### src/rtl/rstseq_pkg.sv
package rstseq_pkg;

  // Width needed to hold values 0..n inclusive.
  function automatic int cnt_bits(input int n);
    return (n < 2) ? 1 : $clog2(n + 1);
  endfunction

  // True when a zero-based count has reached the last cycle of an n-cycle window.
  function automatic logic at_last(input logic [31:0] cnt, input int n);
    return cnt == 32'(n - 1);
  endfunction

  // Next value of a down-counting pulse timer, reloaded on a trigger.
  function automatic logic [31:0] pulse_next(input logic [31:0] cur, input logic trig,
                                             input int len);
    if (trig) return 32'(len);
    if (cur != 32'd0) return cur - 32'd1;
    return cur;
  endfunction

  typedef enum logic {
    POR_COUNTING = 1'b0,
    POR_EXPIRED  = 1'b1
  } por_state_e;

endpackage

### src/rtl/rstseq_sync.sv
module rstseq_sync #(
  parameter int  STAGES  = 2,
  parameter logic RST_VAL = 1'b1
) (
  input  logic clk,
  input  logic arst_n,
  input  logic d,
  output logic q
);
  logic [STAGES-1:0] chain_q;

  for (genvar g = 0; g < STAGES; g++) begin : g_stage
    if (g == 0) begin : g_first
      always_ff @(posedge clk or negedge arst_n) begin
        if (!arst_n) chain_q[g] <= RST_VAL;
        else         chain_q[g] <= d;
      end
    end else begin : g_next
      always_ff @(posedge clk or negedge arst_n) begin
        if (!arst_n) chain_q[g] <= RST_VAL;
        else         chain_q[g] <= chain_q[g-1];
      end
    end
  end

  assign q = chain_q[STAGES-1];
endmodule

### src/rtl/rstseq_por_timer.sv
module rstseq_por_timer
  import rstseq_pkg::*;
#(
  parameter int POR_CYCLES = 250000
) (
  input  logic clk,
  input  logic arst_n,
  output logic por_rst,
  output logic done_evt
);
  localparam int CW = cnt_bits(POR_CYCLES);

  logic [CW-1:0] cnt_q;
  por_state_e    state_q;
  logic          last_cycle;

  assign last_cycle = (state_q == POR_COUNTING) && at_last(32'(cnt_q), POR_CYCLES);
  assign done_evt   = last_cycle;

  always_ff @(posedge clk or negedge arst_n) begin
    if (!arst_n) begin
      cnt_q   <= '0;
      state_q <= POR_COUNTING;
    end else if (state_q == POR_COUNTING) begin
      if (last_cycle) state_q <= POR_EXPIRED;
      else            cnt_q   <= cnt_q + 1'b1;
    end
  end

  // The async clear forces the output high at once, not only on the next edge.
  assign por_rst = !arst_n || (state_q == POR_COUNTING);
endmodule

### src/rtl/rstseq_pll_pulse.sv
module rstseq_pll_pulse
  import rstseq_pkg::*;
#(
  parameter int PLL_CYCLES = 4
) (
  input  logic clk,
  input  logic arst_n,
  input  logic rst_sync_n,
  input  logic hold,
  output logic pll_rst,
  output logic fall_evt
);
  localparam int PW = cnt_bits(PLL_CYCLES);

  logic          prev_q;
  logic [PW-1:0] left_q;
  logic [31:0]   left_nx;

  assign fall_evt = prev_q && !rst_sync_n;
  assign left_nx  = pulse_next(32'(left_q), fall_evt, PLL_CYCLES);

  always_ff @(posedge clk or negedge arst_n) begin
    if (!arst_n) begin
      prev_q <= 1'b1;
      left_q <= '0;
    end else begin
      prev_q <= rst_sync_n;
      left_q <= left_nx[PW-1:0];
    end
  end

  assign pll_rst = hold || (left_q != '0);
endmodule

### src/rtl/reset_sequencer.sv
module reset_sequencer #(
  parameter int POR_CYCLES  = 250000,
  parameter int PLL_CYCLES  = 4,
  parameter int SYNC_STAGES = 2
) (
  input  logic clk,
  input  logic pwr_ok,
  input  logic ext_rst_n,
  output logic por_rst,
  output logic pll_rst
);
  logic ext_sync_n;
  logic fall_evt;
  logic por_done_evt;

  rstseq_sync #(.STAGES(SYNC_STAGES), .RST_VAL(1'b1)) u_sync (
    .clk(clk), .arst_n(pwr_ok), .d(ext_rst_n), .q(ext_sync_n)
  );

  rstseq_por_timer #(.POR_CYCLES(POR_CYCLES)) u_por (
    .clk(clk), .arst_n(pwr_ok), .por_rst(por_rst), .done_evt(por_done_evt)
  );

  rstseq_pll_pulse #(.PLL_CYCLES(PLL_CYCLES)) u_pll (
    .clk(clk), .arst_n(pwr_ok), .rst_sync_n(ext_sync_n), .hold(por_rst),
    .pll_rst(pll_rst), .fall_evt(fall_evt)
  );
endmodule

### config.mk
export PLATFORM = sky130hd
export DESIGN_NAME = reset_sequencer
export DESIGN_NICKNAME = d
export VERILOG_FILES = /design/src/rtl/rstseq_pkg.sv /design/src/rtl/rstseq_sync.sv /design/src/rtl/rstseq_por_timer.sv /design/src/rtl/rstseq_pll_pulse.sv /design/src/rtl/reset_sequencer.sv
export SDC_FILE = /design/constraint.sdc
export NUM_CORES = 1
export LEC_CHECK = 0
export ABC_AREA = 1
export BUFFER_PORTS_ARGS = -buffer_cell sky130_fd_sc_hd__buf_4
export CORE_ASPECT_RATIO = 0.8
export CORE_MARGIN = 8
export CORE_UTILIZATION = 62
export CTS_BUF_LIST = sky130_fd_sc_hd__clkbuf_4
export DETAILED_ROUTE_END_ITERATION = 10
export PLACE_DENSITY = 0.81
export SLEW_MARGIN = 15
export SYNTH_ARGS = -nofsm -noshare
export SYNTH_HDL_FRONTEND = slang
export SYNTH_SLANG_ARGS = --single-unit
### constraint.sdc
create_clock -name clk -period 3.1 [get_ports clk]
set_input_delay 0.155 -clock clk [delete_from_list [all_inputs] [get_ports clk]]
set_output_delay 0.155 -clock clk [all_outputs]
set_load 0.02 [all_outputs]
* Word-level counts from Yosys, hierarchy flattened *
Index checks and enable logic that the tools add are counted.
W data, S select, Z words.

storage, ports and cells
  flip-flop bits (word level) = 25
  input bits = 3

operators by class
  add/sub/neg operators = 2
  equality and inequality tests = 1
  muxes and demuxes = 9
  bitwise logic cells = 2
  reduce and logical (&&, ||, !) cells = 9

operators with widths
  cell                     count
  $add A18 B1 Y18 const B  1
  $eq A18 B18 Y1 const B   1
  $mux W3                  4
  $mux W1                  5
  $reduce_bool A3 Y1       1
  $sub A3 B1 Y3 const B    1
  $logic_and A1 B1 Y1      2
  $logic_not A1 Y1         2
  $logic_or A1 B1 Y1       2
  $not A1 Y1               2
  $reduce_and A2 Y1        1
  $reduce_bool A2 Y1       1

* Depth between registers and ports, before layout *
  word-level depth = 6
  gate-level depth with buffers = 10
  gate-level depth less buffers = 10

* By module *
From an unflattened synthesis, not the netlist that was laid out.

second synthesis, totals
  cells, all modules = 203
  area total of the unflattened synthesis = 1436.4 sq um

by module, submodules not included
  module            instances  cells each  area each (sq um)  seq. area each (sq um)
  rstseq_por_timer  1          183         1223.7             475.5
  rstseq_pll_pulse  1          18          160.2              101.3
  rstseq_sync       1          2           52.6               52.6

* Worst setup path before layout *
No wires, ideal clock.

  kind = register to register
  start point = reg u_por.cnt_q[0]
  end point = reg u_por.cnt_q[2]
  setup time = 0.065 ns
  arrival time = 1.409 ns
  required time = 3.035 ns
  slack = 1.627 ns
  cell stages (with the launch flop) = 10
  path buffers = 1
  cells stage by stage = dfrtp_1 -> ha_1 -> nand3_2 -> clkinv_1 -> nand2_2 -> nor2_4 -> a21oi_4 -> buf_2 -> nand2_1 -> nand2_1

between the ends
  word-level cells in the longest chain between the ends = 4
  elaborated cells between the ends (all ways) = 5

RTL lines
  element                                                  RTL line                RTL
  start: declaration                                       rstseq_por_timer.sv:13  logic [CW-1:0] cnt_q;
  start signal: assignment                                 rstseq_por_timer.sv:26  else cnt_q <= cnt_q + 1'b1;
  branches (longest 4 deep; another with $add A18 B1 Y18)  -

Several ways; the timed one is not identified.
A chain may end at the register's enable or synchronous reset.

* Final worst setup path *
  start point = reg u_por.cnt_q[0]
  end point = reg u_por.cnt_q[3]

The elaborated chain is that of the path after synthesis.

==> impl_results.md <==
- Synth Area per Inst: 7.17 um^2
- DRT iter0 DRCs: 157
- Fillers: 167
- RR Endpoint: u_por.cnt_q[3]
- Max-cap viol count: 0
- Standard-cell rows: 15
- Ys Warns: 0
- Worst rel slew slack: 70.6%
- Final setup violation count: 0
- Number of global-route vias before repair: 1135
- Total Wirelength: 2730 um
- Die X: 69.7 um
- Initial antenna violation count: 0
- Critical Path Sink Type: flop
- Buffers on Ports: 4
- Skew-Pair Late Insertion Delay: 330 ps
- Post-CTS Resized: 0
- Boundary Pins: 5
- Layout cells sized above 1: 9.66%
- Number of antenna-violating nets in the routed design: 0
- Synthesized cell area: 0.00143 mm^2
- Initial Util: 65.6%
- Final Slew Violations: 0
- Fin. Hold Viols: 0
- Hold_ws: 242 ps
- Reg2reg start: u_por.cnt_q[0]
- Leading cell type in the layout, fill and taps excluded: nand2_1
- Pre-Repair DR Iteration Count: 4
- Worst-Margin Slew: 440 ps
- Peak supply drop: 0.336 mV
- Static leakage: 0.793 nW
- Residual DRC count: 0
- Post-synthesis sequential area ratio: 44.1%
- Setup crit start kind: flop
- CTS Buf Count: 3
- Final Power: 0.593 mW
- Ys flop type: dfrtp_1
- Setup CP Type: reg2reg
- HP Class: in2async
- Final GP Congestion: 0.847
- Vias per inst: 5.27
- Net count of the finished layout: 213
- Asr flop ratio synth: 100%
- Setup TNS: 0 ps
- Arr. time, crit path: 1910 ps
- CTS tree: done
- RSZ-0062 raised after global routing: no
- Placeable core area: 0.00218 mm^2
- Drt wl/cell: 11.8 um
- Total gr overflow: 0
- CTS Root Cell: clkbuf_4
- #FFs+latches synth: 25
- Area added between synthesis and finish: 6.40%
- Fin Clk Skew: 16.1 ps
- R2r setup slk: 1460 ps
- Synth cell types: 25
- Worst reg-to-reg path cell count: 8
- Post-layout minimum cycle time: 1640 ps
- Die ar.: 0.00410 mm^2
- Htree depth: 1
- Longest Clk Path Bufs: 2
- # diodes: 0
- Outcome: finished clean
- First-pass GRT wire length: 4780 um
- Worst-path fanout max: 17
- Die Ht: 58.9 um
- Pwr/cell area: 390 mW/mm^2
- Largest net degree at the start of global routing: 28
- Post-synth EDFFs: 0
- WP data required: 3360 ps
- Gr usage total: 14.0%
- Syn Nets: 204
- FMAX: 0.608 GHz
- Most frequent cells in the layout: 92 x nand2_1, 24 x nor2_1, 22 x dfrtp_1, 17 x inv_1, 7 x nand3_1
- Part of the cycle the worst path needs: 53.0%
- Clk sinks: 25
- DP Wirelength: 2000 um
- Clk pin slew, worst setup/hold paths: 140 ps
- Post-Syn Instances: 199
- Via Count: 1222
==> synthesized netlist by cell type, types with 2 or more instances <==
cell type,n,share of area [%]
a21oi_1,3,1.1
dfrtp_1,22,39
dfstp_2,3,5.5
ha_1,2,1.8
inv_1,17,4.5
nand2_1,92,24
nand2_2,2,0.88
nand3_1,7,2.5
nand4_1,2,0.88
nor2_1,24,6.3
nor2_2,2,0.88
o21ai_0,4,1.4
xnor2_1,3,1.8
xor2_1,5,3.1
==> cell families (layout without fill, tap and decap cells) <==
kind of cell               after synthesis  in the layout  synth area share (%)
AOI/OAI and AO/OA                       10             10                  4.47
xor gates and xnor gates                 8              8                  4.91
adders and majority gates                2              2                  1.75
buffers and inverters                   21             29                  6.40
DFF                                     25             25                  44.1
and+or+nand+nor                        133            133                  38.4
==> where the power goes <==
group | switching, mW | internal [mW]
Sequential | 0.0123 | 0.348
Combinational | 0.0484 | 0.0308
Clock | 0.0935 | 0.0592
==> worst max-delay path by stage <==
stage	start	to	cells after the start
after global placement	u_por.cnt_q[0]	u_por.cnt_q[4]	8
final	u_por.cnt_q[0]	u_por.cnt_q[3]	8
after detailed placement	u_por.cnt_q[0]	u_por.cnt_q[3]	8
after floorplan	u_por.cnt_q[0]	u_por.cnt_q[2]	9
after CTS	u_por.cnt_q[0]	u_por.cnt_q[3]	8
after global routing	u_por.cnt_q[0]	u_por.cnt_q[16]	8
==> metal layers <==
layer / vias up / track usage [%] / part of all wire (%)
met5: - / 0 / 0
met4: 0 / 2.57 / 1.0
met3: 5 / 4.36 / 3.1
met2: 14 / 24.3 / 48
met1: 580 / 16.9 / 48
li1: 623 / - / -
==> layout make-up <==
type	count	area (um^2)	share of cell area [%]
clock buffer	4	30.0	1.98
inverter	19	71.3	4.70
multi-input combinational	153	707	46.5
sequential	25	629	41.4
tap	25	31.3	2.06
timing repair buffer	6	50.0	3.29
==> metrics by stage <==
step                area (um^2)  instances  setup WS [ps]  util [%]
floorplan                  1430        199           1630         -
global placement           1470        226           1550      67.5
detailed placement         1470        226           1470      67.5
CTS                        1520        232           1440      69.8
global route               1520        232           1290      69.8
finish                     1520        232           1460      69.8
==> worst max-delay path, stage by stage, from the launching register on <==
cell and delay, ps:
dfrtp_1 430, ha_1 250, nand3_2 110, clkinv_1 90, nand2_2 90, nor2_4 50, a21oi_4 380, nand2_1 110
nand2_1 80
==> sequential cells by signal, summed over array words and instances, names as in the netlist <==
name,flops
u_por.state_q,1
u_sync.chain_q,1
u_sync.q,1
u_pll.prev_q,1
u_pll.left_q,3
u_por.cnt_q,18
==> repair_timing <==
item | 4_1_cts | 5_1_grt
buffers inserted | 0 | 0
hold buffers | 2 | 0
endpoints found under the hold margin | 23 | 0
setup endpoints to repair | 0 | 0
Note: power is estimated with default switching activity, not from simulation.
